==> src/rtl/lfw_pkg.sv <==
package lfw_pkg;

   typedef enum logic [2:0] {
      ST_IDLE,
      ST_WAIT,
      ST_LOAD,
      ST_DATA,
      ST_GAP,
      ST_SYNC
   } wr_state_e;

   // latch-high edge counts that select the driver command
   localparam int unsigned DLATCH_EDGES = 1;
   localparam int unsigned SYNC_EDGES   = 3;

endpackage

==> src/rtl/lfw_sck_gen.sv <==
module lfw_sck_gen #(
   parameter int unsigned DIV = 2
) (
   input  logic clk,
   input  logic rst_n,
   input  logic run,
   output logic bit_end,
   output logic phase_hi
);

   generate
      if (DIV < 2 || (DIV % 2) != 0) begin : g_bad_div
         $error("lfw_sck_gen: DIV must be even and at least 2");
      end

      if (DIV == 2) begin : g_toggle
         logic tgl;
         always_ff @(posedge clk) begin
            if (!rst_n)    tgl <= 1'b0;
            else if (!run) tgl <= 1'b0;
            else           tgl <= ~tgl;
         end
         assign bit_end  = run && tgl;
         assign phase_hi = run && tgl;
      end else begin : g_count
         localparam int unsigned CW   = $clog2(DIV);
         localparam int unsigned HALF = DIV / 2;
         logic [CW-1:0] cnt;
         always_ff @(posedge clk) begin
            if (!rst_n)                      cnt <= '0;
            else if (!run)                   cnt <= '0;
            else if (cnt == CW'(DIV - 1))    cnt <= '0;
            else                             cnt <= cnt + 1'b1;
         end
         assign bit_end  = run && (cnt == CW'(DIV - 1));
         assign phase_hi = run && (cnt >= CW'(HALF));
      end
   endgenerate

   // a period always closes inside its high half
   assert_end_in_high_R8: assert property (@(posedge clk) disable iff (!rst_n)
      bit_end |-> phase_hi);

endmodule

==> src/rtl/lfw_shifter.sv <==
module lfw_shifter #(
   parameter int unsigned W = 16
) (
   input  logic         clk,
   input  logic         rst_n,
   input  logic         load,
   input  logic         shift,
   input  logic [W-1:0] din,
   output logic         msb,
   output logic         last_bit
);

   localparam int unsigned BW = $clog2(W);

   generate
      if (W < 2) begin : g_bad_w
         $error("lfw_shifter: W must be at least 2");
      end
   endgenerate

   logic [W-1:0]  sr;
   logic [BW-1:0] bidx;

   always_ff @(posedge clk) begin
      if (!rst_n) begin
         sr   <= '0;
         bidx <= '0;
      end else if (load) begin
         sr   <= din;
         bidx <= '0;
      end else if (shift) begin
         sr   <= {sr[W-2:0], 1'b0};
         bidx <= bidx + 1'b1;
      end
   end

   assign msb      = sr[W-1];
   assign last_bit = (bidx == BW'(W - 1));

   // the sequencer must reload, never shift, once the final bit is out
   assert_no_shift_past_end_R3: assert property (@(posedge clk) disable iff (!rst_n)
      shift |-> !last_bit);

endmodule

==> src/rtl/lfw_sequencer.sv <==
module lfw_sequencer
   import lfw_pkg::*;
#(
   parameter int unsigned WORDS  = 1536,
   parameter int unsigned COLORS = 3,
   parameter int unsigned AW     = 11
) (
   input  logic          clk,
   input  logic          rst_n,
   input  logic          start,
   input  logic          bit_end,
   input  logic          last_bit,
   output logic          load,
   output logic          shift,
   output logic [AW-1:0] rd_addr,
   output logic          run,
   output logic          pulse_en,
   output logic          data_en,
   output logic          lat,
   output logic          busy
);

   localparam int unsigned CLW = (COLORS > 1) ? $clog2(COLORS) : 1;

   wr_state_e      state;
   logic [AW-1:0]  word_idx;
   logic [CLW-1:0] col;
   logic [1:0]     sync_cnt;
   logic           last_word;
   logic           word_done;

   assign last_word = (word_idx == AW'(WORDS - 1));
   assign word_done = (state == ST_DATA) && bit_end && last_bit;

   always_comb begin
      run      = (state == ST_DATA) || (state == ST_GAP) || (state == ST_SYNC);
      pulse_en = (state == ST_DATA) || (state == ST_SYNC);
      data_en  = (state == ST_DATA);
      busy     = (state != ST_IDLE);
      lat      = ((state == ST_DATA) && (col == CLW'(COLORS - 1)) && last_bit)
               || (state == ST_SYNC);
      load     = (state == ST_LOAD) || (word_done && !last_word);
      shift    = (state == ST_DATA) && bit_end && !last_bit;
   end

   always_ff @(posedge clk) begin
      if (!rst_n) begin
         state    <= ST_IDLE;
         word_idx <= '0;
         col      <= '0;
         sync_cnt <= '0;
         rd_addr  <= '0;
      end else begin
         unique case (state)
            ST_IDLE: begin
               if (start) begin
                  state   <= ST_WAIT;
                  rd_addr <= '0;
               end
            end
            ST_WAIT: state <= ST_LOAD;
            ST_LOAD: begin
               state    <= ST_DATA;
               word_idx <= '0;
               col      <= '0;
               rd_addr  <= AW'(WORDS > 1);
            end
            ST_DATA: begin
               if (word_done) begin
                  if (last_word) begin
                     state <= ST_GAP;
                  end else begin
                     word_idx <= word_idx + 1'b1;
                     col      <= (col == CLW'(COLORS - 1)) ? '0 : col + 1'b1;
                     if (rd_addr != AW'(WORDS - 1)) rd_addr <= rd_addr + 1'b1;
                  end
               end
            end
            ST_GAP: begin
               if (bit_end) begin
                  state    <= ST_SYNC;
                  sync_cnt <= '0;
               end
            end
            ST_SYNC: begin
               if (bit_end) begin
                  if (sync_cnt == 2'(SYNC_EDGES - 1)) begin
                     state   <= ST_IDLE;
                     rd_addr <= '0;
                  end else begin
                     sync_cnt <= sync_cnt + 1'b1;
                  end
               end
            end
            default: state <= ST_IDLE;
         endcase
      end
   end

   // a strobe during an upload must not restart the fetch
   assert_start_ignored_R7: assert property (@(posedge clk) disable iff (!rst_n)
      (busy && start) |=> (state != ST_WAIT));

   // the gap slot never carries a latch
   assert_gap_quiet_R6: assert property (@(posedge clk) disable iff (!rst_n)
      (state == ST_GAP) |-> !lat);

endmodule

==> src/rtl/ledchain_frame_writer.sv <==
module ledchain_frame_writer
   import lfw_pkg::*;
#(
   parameter int unsigned GS_W    = 16,
   parameter int unsigned LINES   = 32,
   parameter int unsigned LEDS    = 16,
   parameter int unsigned COLORS  = 3,
   parameter int unsigned SCK_DIV = 2,
   localparam int unsigned WORDS  = LINES * LEDS * COLORS,
   localparam int unsigned AW     = $clog2(WORDS)
) (
   input  logic            clk,
   input  logic            rst_n,
   input  logic            frame_changed,
   output logic [AW-1:0]   fb_addr,
   input  logic [GS_W-1:0] fb_data,
   output logic            ser_clk,
   output logic            ser_data,
   output logic            ser_lat,
   output logic            busy
);

   generate
      if (WORDS < 2) begin : g_bad_words
         $error("ledchain_frame_writer: frame must hold at least two words");
      end
   endgenerate

   logic run, bit_end, phase_hi;
   logic load, shift, msb, last_bit;
   logic pulse_en, data_en;

   lfw_sck_gen #(.DIV(SCK_DIV)) u_sck (
      .clk      (clk),
      .rst_n    (rst_n),
      .run      (run),
      .bit_end  (bit_end),
      .phase_hi (phase_hi)
   );

   lfw_shifter #(.W(GS_W)) u_shift (
      .clk      (clk),
      .rst_n    (rst_n),
      .load     (load),
      .shift    (shift),
      .din      (fb_data),
      .msb      (msb),
      .last_bit (last_bit)
   );

   lfw_sequencer #(.WORDS(WORDS), .COLORS(COLORS), .AW(AW)) u_seq (
      .clk      (clk),
      .rst_n    (rst_n),
      .start    (frame_changed),
      .bit_end  (bit_end),
      .last_bit (last_bit),
      .load     (load),
      .shift    (shift),
      .rd_addr  (fb_addr),
      .run      (run),
      .pulse_en (pulse_en),
      .data_en  (data_en),
      .lat      (ser_lat),
      .busy     (busy)
   );

   assign ser_clk  = phase_hi && pulse_en;
   assign ser_data = data_en && msb;

   // data and latch hold still across every high phase
   assert_stable_high_R4: assert property (@(posedge clk) disable iff (!rst_n)
      (ser_clk && $past(ser_clk)) |-> ($stable(ser_data) && $stable(ser_lat)));

   // the latch only rises while the shift clock is low
   assert_lat_rise_low_R5: assert property (@(posedge clk) disable iff (!rst_n)
      $rose(ser_lat) |-> !ser_clk);

   // nothing moves on the link while idle
   assert_idle_quiet_R9: assert property (@(posedge clk) disable iff (!rst_n)
      !busy |-> (!ser_clk && !ser_lat));

   // the upload ends exactly as the sync latch drops
   assert_sync_tail_R6: assert property (@(posedge clk) disable iff (!rst_n)
      $fell(busy) |-> $past(ser_lat));

endmodule

==> config.mk <==
export PLATFORM = sky130hd
export DESIGN_NAME = ledchain_frame_writer
export DESIGN_NICKNAME = d
export VERILOG_FILES = /design/src/rtl/lfw_pkg.sv /design/src/rtl/lfw_sck_gen.sv /design/src/rtl/lfw_shifter.sv /design/src/rtl/lfw_sequencer.sv /design/src/rtl/ledchain_frame_writer.sv
export SDC_FILE = /design/constraint.sdc
export NUM_CORES = 1
export LEC_CHECK = 0
export ABC_AREA = 1
export BUFFER_PORTS_ARGS = -buffer_cell sky130_fd_sc_hd__buf_2
export CAP_MARGIN = 40
export CORE_MARGIN = 10
export CORE_UTILIZATION = 45
export CTS_CLUSTER_DIAMETER = 60
export DETAILED_ROUTE_END_ITERATION = 6
export GPL_TIMING_DRIVEN = 0
export HOLD_SLACK_MARGIN = 0.03
export PLACE_DENSITY = 0.62
export SYNTH_ARGS = -nofsm -noshare
export SYNTH_HDL_FRONTEND = slang
export SYNTH_HIERARCHICAL = 1
export SYNTH_SLANG_ARGS = --single-unit
==> constraint.sdc <==
create_clock -name clk -period 3.26 [get_ports clk]
set_input_delay 0 -clock clk [delete_from_list [all_inputs] [get_ports clk]]
set_output_delay 0 -clock clk [all_outputs]
set_load 0.03 [all_outputs]
==> results.toml, run 1 <==
[hold_path]
hold_path_end = "u_seq/state[1]"
hold_path_depth = 6
hold_path_startpoint = "frame_changed"
timing.hold.worst.class = "in -> reg"

[logic_synthesis]
ys_ff_latch = 50
asyncSetResetFlopFracSynth_pct = 0
post-synth-top-count-cell = "nand2_1"
yosys-top-cells-count = "nand2_1, nor2_1, dfxtp_1"
synth_sequential_area_ratio_pct = 34.53
synthesis.instances = 446
post_synthesis_net_count = 469
post_synth_num_cell_types = 36
synth_edf_count = 0
most_used_flip_flop_cell_after_synthesis = "dfxtp_1"
area_fraction_of_the_dominant_cell_type_after_synthesis_pct = 34.53
synth.yosys.warnings = 6
synth_top_cells_by_area = "dfxtp_1, nand2_1, nand3_1"
synthesis.area_um2 = 2899
cell_taking_the_most_area_after_synthesis = "dfxtp_1"
postSynthAreaPerCell_um2 = 6.500

[cts]
cts_buffer_depth = 2
cts.clk_slew.worst_paths_ps = 90
insertion_delay_ps = 300
tritoncts = "built"
h-tree-depth = 2
cts_inserted_buffers = 5
cts.sinks = 50
clockRootBuffer = "clkbuf_8"
cts_post_setup_buffers_inserted = 0

[routing]
route.detailed.vias_per_inst = 4.921
detailroute.via_count = 2854
post-route-drc-count = 0
finalWirelength_mm = 6.735
ant_nets = 0
detail_route.wl_per_cell_um = 11.61
drt_first_iter_violations = 112
drt-pass1-iter-count = 7

[timing]
worst_slew_pin_slew_ps = 472.3
timing_hold_violations_final = 0
final.setup_skew_ps = 8.080
maxClockFrequency_ghz = 0.3389
final_worst_path_setup_slack_ps = 309.1
timing.final.setup_violations = 0
totalNegativeSetupSlack_ps = 0
max_slew_vio_count = 0
rsz0062_at_grt = "false"
slew-limit-headroom_pct = 68.10
period_minus_slack_ps = 2951
timing.final.crit_share_pct = 90.52

[global_route]
grt_first_pass_wirelength_mm = 11.91
gr-usage-all-layers_pct = 13.74
via_count_of_the_first_global_routing_pass = 2656
gr-total-overflow = 0
grt_antenna_before_repair = 0
pin_count_of_the_biggest_net_entering_global_routing = 14

[layout]
area.growth.synth_to_final_pct = 17.74
layout-drive-gt1-share_pct = 15.31
nets = 526
insertedDiodeCount = 0

[floorplan]
design.core.area_um2 = 6314
die_w_um = 100.3
initial_core_util_pct = 45.92
io-pin-count = 34
floorplan_die_area_um2 = 10050
fp-row-count = 29
die_h_um = 100.3

[worst_setup_path]
setup.worst_path.start_class = "flop"
ff2ff_path_depth = 20
critPathRequiredTime_ps = 3460
timing.setup.critical_path_class = "reg -> reg"
critical_path.endpoint_type = "flop"
timing.reg2reg.setup_slack_ps = 310
worstReg2RegStart = "u_seq/state[0]"
worst_reg2reg_path_endpoint = "u_shift/sr[5]"
critical_path.max_fanout = 10
worst_ep_arrival_time_ps = 3150

[run_status]
run_status = "finished, final reports clean"

[placed_design]
gp_congestion = 0.8434
preCtsSetupSlack_ps = 625.7
io_buffer_count = 33
detailed_placement_wirelength_estimate_mm = 4.982

[power]
vdd_drop_max_uv = 412.2
powerDensity_nw_per_um2 = 562.7
power_leakage_nw = 1.539

[job]
cap_violations = 0
-- cell families (layout without fill, tap and decap cells) --
kind of cell | Yosys count | in the layout | share of synthesized area (%)
buf+inv | 69 | 126 | 11.05
flops | 50 | 50 | 34.53
simple gates | 273 | 273 | 43.16
xor+xnor | 3 | 3 | 0.9065
compound gates | 47 | 47 | 8.632
fa+ha+maj | 4 | 4 | 1.726
-- flip-flops by register name, indices dropped and copies added (netlist names) --
register,count
u_seq/col,2
u_sck/g_toggle.tgl,1
u_seq/sync_cnt,2
u_shift/sr,16
u_seq/state,3
u_seq/word_idx,11
u_seq/rd_addr,11
u_shift/bidx,4
-- placed cells by master, fill, tap and decap left out, drive strengths merged, types with 2 or more instances in the layout --
cell,synthesis,routed
dlygate4sd3,0,17
clkbuf,2,9
nand4,7,7
inv,53,53
nor3,6,6
nor3b,4,4
nand3,50,50
o21ai,11,11
a21oi,32,32
dfxtp,50,50
buf,13,46
nand2,145,145
xor2,2,2
nor2,58,58
ha,4,4
-- power breakdown --
part	total, W	internal [W]	switching [W]
Sequential	0.000768	0.000699	0.0000681
Clock	0.000341	0.000148	0.000193
Combinational	0.000812	0.000288	0.000524
Total	0.00192	0.00114	0.000785
-- worst max-delay path, cell delays in order, from the launching register on --
cell and delay (ps):
dfxtp_1 320, buf_4 170, nand3_2 120, buf_6 170
o21ai_0 80, inv_1 70, nand2_1 70, nand2_1 70
inv_2 80, inv_1 90, nor3_4 230, nand2_2 90
nand2_4 120, buf_6 160, buf_6 160, inv_2 80
nand3_1 70, nand3_1 70, nand2_1 50, dlygate4sd3_1 540
inv_1 40
-- timing repair --
action | 4_1_cts | 5_1_grt
endpoints found under the setup margin | 0 | 1
hold buffers | 17 | 0
hold endpoints to repair | 17 | 0
gates resized for setup | 0 | 3
-- cell type report --
class / count / area, um^2
clock buffers: 7 / 76.32
inverters: 54 / 202.7
flip-flops and latches: 50 / 1002
well taps: 77 / 96.34
plain buffers: 15 / 117.6
repair buffers: 50 / 335.3
multi-input cells: 327 / 1583
fillers: 653 / 2900
-- per-stage QoR --
step	power, W	instance area (um^2)	std cells	hold WS, ps	utilization (%)
floorplan	0.001400	2899	446	97.63	-
global placement	0.001572	3161	556	268.5	50.06
detailed placement	0.001581	3161	556	266.1	50.06
CTS	0.001945	3407	580	257.4	53.96
global route	0.002090	3413	580	339.9	54.06
finish	0.001921	3413	580	261.8	54.06
-- metal layers --
metal / vias to the layer above / routed length (um) / track usage, %
li1: 1526 / - / -
met3: 7 / 301 / 3.365
met2: 42 / 3157 / 23.00
met5: - / 0 / 0
met4: 0 / 75 / 3.696
met1: 1279 / 3201 / 17.10
-- how the worst max path moves through the flow --
stage	start	end	cells after the start
CTS	u_seq/state[2]	u_shift/sr[5]	16
finish	u_seq/state[0]	u_shift/sr[5]	20
floorplan	u_seq/state[2]	u_shift/sr[10]	20
detailed placement	u_seq/state[2]	u_shift/sr[11]	20
global placement	u_seq/state[2]	u_shift/sr[10]	20
global route	u_seq/state[0]	u_shift/sr[5]	20
(Power assumes the default switching activity.)
==> run 2, diff against run 1 <==
- clock period: 3.26 -> 2.9 ns (I/O delays scaled with it)
==> run 2 against run 1 <==
  * Utilization down 0.079 points
  * Via count unchanged
  * Global-route usage about the same
  * Critical path depth unchanged
  * Flip-flop and latch count unchanged
  * Sequential share of layout area about the same
  * Design area down 0.15%
  * Register-to-register slack better by 30 ps
  * Sequential power up 12%
  * Clock skew about the same
  * Highest routed layer unchanged
==> results.toml, run 2 (synthesis gave the netlist of run 1 again) <==
[global_route]
pin_count_of_the_biggest_net_entering_global_routing = 14
via_count_of_the_first_global_routing_pass = 2667
gr-usage-all-layers_pct = 13.78
grt_first_pass_wirelength_mm = 11.94
grt_antenna_before_repair = 0
gr-total-overflow = 0

[cts]
tritoncts = "built"
h-tree-depth = 2
cts.clk_slew.worst_paths_ps = 90
cts_inserted_buffers = 5
cts.sinks = 50
clockRootBuffer = "clkbuf_8"
insertion_delay_ps = 300
cts_post_setup_buffers_inserted = 0
cts_buffer_depth = 2

[floorplan]
die_w_um = 100.3
die_h_um = 100.3
fp-row-count = 29
design.core.area_um2 = 6314
floorplan_die_area_um2 = 10050
io-pin-count = 34
initial_core_util_pct = 45.92

[worst_setup_path]
critical_path.max_fanout = 10
critPathSlowestCell = "dfxtp_1"
timing.reg2reg.setup_slack_ps = 340
worstReg2RegStart = "u_seq/state[0]"
critPathRequiredTime_ps = 3100
worst_ep_arrival_time_ps = 2750
timing.critical_path.slowest_cell_delay_ps = 320
crit_path_cell_trace = "buf_4, nand3_2, buf_6, o21ai_0, inv_1, nand2_1, nand2_1, inv_2, inv_1, nor3_4, nand2_2, nand2_4, buf_6, buf_6, nor2_4, buf_6, nand2_1, nand3_1, nand2_1, inv_1"
setup.worst_path.start_class = "flop"
worst_reg2reg_path_endpoint = "u_shift/sr[11]"
worstPathBufferInverterCount = 9
ff2ff_path_depth = 20
cp_top_family = "buffers and inverters"
critical_path.endpoint_type = "flop"
timing.setup.critical_path_class = "reg -> reg"

[routing]
drt-pass1-iter-count = 7
detail_route.wl_per_cell_um = 11.68
drt_first_iter_violations = 136
finalWirelength_mm = 6.777
ant_nets = 0
post-route-drc-count = 0
detailroute.via_count = 2854
route.detailed.vias_per_inst = 4.921

[timing]
final_worst_path_setup_slack_ps = 340.9
timing.final.setup_violations = 0
rsz0062_at_grt = "false"
totalNegativeSetupSlack_ps = 0
max_slew_vio_count = 0
worst_slew_pin_slew_ps = 695.6
period_minus_slack_ps = 2559
final.setup_skew_ps = 7.877
slew-limit-headroom_pct = 53.27
timing.final.crit_share_pct = 88.24
timing_hold_violations_final = 0
maxClockFrequency_ghz = 0.3908

[job]
cap_violations = 0

[power]
totalPowerFinal_w = 0.002158
power_leakage_nw = 1.541
powerDensity_nw_per_um2 = 633.1
vdd_drop_max_uv = 465.5

[placed_design]
detailed_placement_wirelength_estimate_mm = 4.982
gp_congestion = 0.8434
io_buffer_count = 33
preCtsSetupSlack_ps = 265.7

[layout]
layout-drive-gt1-share_pct = 15.11
reg_top3 = "u_shift/sr (16), u_seq/rd_addr (11), u_seq/word_idx (11)"
insertedDiodeCount = 0
finish.utilization_pct = 53.98
nets = 526
max_reg_flops = 16
commonest_non_fill_non_tap_cells_in_the_layout = "nand2_1, nor2_1, dfxtp_1"
largest-register = "u_shift/sr"
area.growth.synth_to_final_pct = 17.57
leading_cell_type_in_the_layout_fill_and_taps_excluded = "nand2_1"

[hold_path]
hold_path_depth = 6
hold_path_end = "u_seq/state[1]"
timing.hold.worst.class = "in -> reg"
hold_path_startpoint = "frame_changed"

[run_status]
run_status = "finished, final reports clean"
==> run 2: cell types whose count changed in the layout (fill, tap and decap cells not counted) <==
cell,delta
nor3_1,+1
nor3_2,-1
==> run 2: through the flow <==
| step | instance area [um^2] | cells | hold slack [ps] |
|---|---|---|---|
| 2_1_floorplan | 2899 | 446 | 97.63 |
| 3_3_place_gp | 3161 | 556 | 268.5 |
| 3_5_place_dp | 3161 | 556 | 266.1 |
| 4_1_cts | 3407 | 580 | 257.4 |
| 5_1_grt | 3408 | 580 | 339.9 |
| 6_report | 3408 | 580 | 264.8 |
==> run 2: repair_timing <==
item | in CTS | in global routing
hold endpoints to repair | 17 | 0
endpoints found under the setup margin | 0 | 6
gates resized for setup | 0 | 2
hold buffers | 17 | 0
==> run 2: report_power, final <==
part           internal (W)  switching [W]  total, W  leakage (nW)
Clock              0.000167       0.000216  0.000383        0.0383
Combinational      0.000322       0.000590  0.000912          1.10
Sequential         0.000786      0.0000766  0.000863         0.406
==> run 2: area by class of cell <==
cell class | instances | area (um^2)
sequential | 50 | 1002
tap | 77 | 96.34
clock buffer | 7 | 76.32
fill | 658 | 2905
timing repair buffer | 50 | 335.3
inverter | 54 | 202.7
multi-input combinational | 327 | 1578
buffer | 15 | 117.6
==> run 2: worst max-delay path by stage <==
stage | cells past startpoint | endpoint | start
finish | 20 | u_shift/sr[11] | u_seq/state[0]
global route | 20 | u_shift/sr[13] | u_seq/state[0]
CTS | 20 | u_shift/sr[11] | u_seq/state[2]
detailed placement | 20 | u_shift/sr[11] | u_seq/state[2]
global placement | 20 | u_shift/sr[10] | u_seq/state[2]
floorplan | 20 | u_shift/sr[10] | u_seq/state[2]
==> run 2: metal layers <==
metal	wire length, um	up-vias	global-route usage (%)	share of wire [%]
li1	-	1529	-	-
met1	3260	1276	17.14	48
met2	3162	43	23.10	47
met3	281	6	3.365	4.1
met4	72	0	3.696	1.1
met5	0	-	0	0
==> run 2: worst reg2reg max path, cell delays in order, from the launching register on <==
cell,delay (ps)
dfxtp_1,320
buf_4,170
nand3_2,120
buf_6,170
o21ai_0,80
inv_1,70
nand2_1,70
nand2_1,70
inv_2,90
inv_1,80
nor3_4,230
nand2_2,90
nand2_4,120
buf_6,160
buf_6,160
nor2_4,70
buf_6,180
nand2_1,60
nand3_1,60
nand2_1,60
inv_1,40
==> run 3, diff against run 2 <==
- ABC_AREA: 1 -> not set
==> run 3 against run 2 <==
  * First-iteration DRC count fell by 35%
  * Setup slack got worse by 95 ps
  * Final cell count fell by 25%
  * Critical path depth fell by 10
  * Largest cell class unchanged
  * Clock-buffer cell count fell by 2
  * Power fell by 33%
  * Largest power group is now registers
  * Clock skew rose by 2.3 ps
  * Non-clock buffer count rose by 6
  * Worst hold slack got worse by 20 ps
  * Synthesized cell count fell by 32%
==> results.toml, run 3 <==
[worst_setup_path]
setup.worst_path.start_class = "flop"
critical_path.max_fanout = 10
critical_path.endpoint_type = "flop"
timing.reg2reg.setup_slack_ps = 250
worst_ep_arrival_time_ps = 2890
worstReg2RegStart = "u_seq/state[1]"
ff2ff_path_depth = 10
timing.setup.critical_path_class = "reg -> reg"
worst_reg2reg_path_endpoint = "u_seq/rd_addr[3]"
critPathRequiredTime_ps = 3130

[power]
power_leakage_nw = 1.515
vdd_drop_max_uv = 310.6
powerDensity_nw_per_um2 = 433.1
totalPowerFinal_w = 0.001448

[floorplan]
floorplan_die_area_um2 = 9757
die_h_um = 98.78
design.core.area_um2 = 5956
die_w_um = 98.78
initial_core_util_pct = 46.89
fp-row-count = 28
io-pin-count = 34

[cts]
tritoncts = "built"
cts.sinks = 50
cts_inserted_buffers = 5
cts.clk_slew.worst_paths_ps = 90
clockRootBuffer = "clkbuf_8"
cts_buffer_depth = 2
insertion_delay_ps = 300
h-tree-depth = 2

[routing]
detail_route.wl_per_cell_um = 14.21
drt-pass1-iter-count = 4
route.detailed.vias_per_inst = 5.442
ant_nets = 0
finalWirelength_mm = 6.209
detailroute.via_count = 2378
post-route-drc-count = 0
drt_first_iter_violations = 88

[layout]
max_reg_flops = 16
nets = 384
insertedDiodeCount = 0
leading_cell_type_in_the_layout_fill_and_taps_excluded = "dfxtp_1"
largest-register = "u_shift/sr"
reg_top3 = "u_shift/sr (16), u_seq/rd_addr (11), u_seq/word_idx (11)"
finish.utilization_pct = 56.11
area.growth.synth_to_final_pct = 19.67
layout-drive-gt1-share_pct = 26.24
commonest_non_fill_non_tap_cells_in_the_layout = "dfxtp_1, buf_2, nor2_1"

[global_route]
grt_first_pass_wirelength_mm = 10.78
pin_count_of_the_biggest_net_entering_global_routing = 17
grt_antenna_before_repair = 0
via_count_of_the_first_global_routing_pass = 2289
gr-total-overflow = 0
gr-usage-all-layers_pct = 12.75

[logic_synthesis]
post_synth_num_cell_types = 59
synth.yosys.warnings = 6
most_used_flip_flop_cell_after_synthesis = "dfxtp_1"
synthesis.area_um2 = 2793
yosys-top-cells-count = "dfxtp_1, nor2_1, nand2_1"
cell_taking_the_most_area_after_synthesis = "dfxtp_1"
area_fraction_of_the_dominant_cell_type_after_synthesis_pct = 35.84
ys_ff_latch = 50
asyncSetResetFlopFracSynth_pct = 0
synthesis.instances = 303
synth_top_cells_by_area = "dfxtp_1, mux2_2, o211a_1"
post-synth-top-count-cell = "dfxtp_1"
synth_sequential_area_ratio_pct = 35.84
post_synthesis_net_count = 326
synth_edf_count = 0
postSynthAreaPerCell_um2 = 9.217

[placed_design]
io_buffer_count = 33
gp_congestion = 0.8401
detailed_placement_wirelength_estimate_mm = 4.484

[timing]
slew-limit-headroom_pct = 51.62
max_slew_vio_count = 0
timing_hold_violations_final = 0
final.setup_skew_ps = 10.13
timing.final.setup_violations = 0
maxClockFrequency_ghz = 0.3768
timing.final.crit_share_pct = 91.51
hold_slack_ps = 245.1
worst_slew_pin_slew_ps = 720.9
rsz0062_at_grt = "false"
period_minus_slack_ps = 2654

[run_status]
run_status = "finished, final reports clean"

[job]
cap_violations = 0

[hold_path]
hold_path_end = "u_seq/state[1]"
timing.hold.worst.class = "in -> reg"
hold_path_startpoint = "frame_changed"
hold_path_depth = 4
run 3: how the worst max path moves through the flow:
stage | startpoint | endpoint | slack, ps
2_1_floorplan | u_seq/state[1] | u_shift/sr[14] | 360
3_3_place_gp | u_seq/state[1] | u_shift/sr[8] | -280
3_5_place_dp | u_seq/state[1] | u_shift/sr[8] | -250
4_1_cts | u_seq/state[1] | u_shift/sr[8] | 40
5_1_grt | u_seq/state[1] | u_shift/sr[8] | 90
6_report | u_seq/state[1] | u_seq/rd_addr[3] | 250
run 3: cells by family (layout without fill, tap and decap cells):
kind of cell             Yosys count  after routing  synth area share [%]
adder cells (fa/ha/maj)            4              4                 1.792
multiplexers                      18             18                 7.124
XOR/XNOR                          11             11                 3.450
buffers and inverters             25             84                 6.317
AND/OR/NAND/NOR                  131            131                 27.69
AO/OA/AOI/OAI                     64             64                 17.79
flip-flops                        50             50                 35.84
run 3: final cells by class:
class | count | area [um^2]
inverters | 5 | 21.27
multi-input cells | 228 | 1632
repair buffers | 51 | 342.8
plain buffers | 20 | 161.4
clock inverters | 3 | 21.27
clock buffers | 5 | 68.82
well taps | 75 | 93.84
flip-flops and latches | 50 | 1001
fillers | 560 | 2614
run 3: repair_timing:
item / in CTS / in global routing
endpoints found under the setup margin: 20 / 19
pin swaps: 0 / 1
resized for setup: 3 / 5
hold buffers: 17 / 0
hold endpoints to repair: 17 / 0
buffers inserted: 0 / 1
run 3: stage by stage:
stage | worst slack [ps] | TNS (ps) | area, um^2 | cells
3_3_place_gp | -279.9 | -2394 | 3052 | 411
4_1_cts | 35.56 | 0 | 3323 | 436
6_report | 246.2 | 0 | 3342 | 437
3_5_place_dp | -251.6 | -1914 | 3052 | 411
5_1_grt | 94.95 | 0 | 3342 | 437
2_1_floorplan | 360.2 | 0 | 2793 | 303
run 3: layer usage:
| metal | GRT usage [%] | vias to the layer above | part of all wire (%) |
|---|---|---|---|
| met1 | 16.60 | 1112 | 49 |
| met5 | 0 | - | 0 |
| li1 | - | 1219 | - |
| met3 | 2.933 | 9 | 4.2 |
| met4 | 4.079 | 0 | 1.4 |
| met2 | 20.24 | 38 | 46 |
run 3: critical path: stages, from the launching register on:
cell and delay [ps]:
dfxtp_1 320, bufbuf_16 260, nand3b_4 110, clkbuf_2 230, nand2_1 120, and2_2 150, buf_4 150, nand2_1 150
or4_4 590, or3b_1 360, a21boi_1 130
run 3: report_power, final:
part	internal [W]	total, W	switching, W
Sequential	0.000723	0.000741	0.0000181
Combinational	0.000148	0.000298	0.000150
Clock	0.000170	0.000408	0.000238
Total	0.00104	0.00145	0.000406
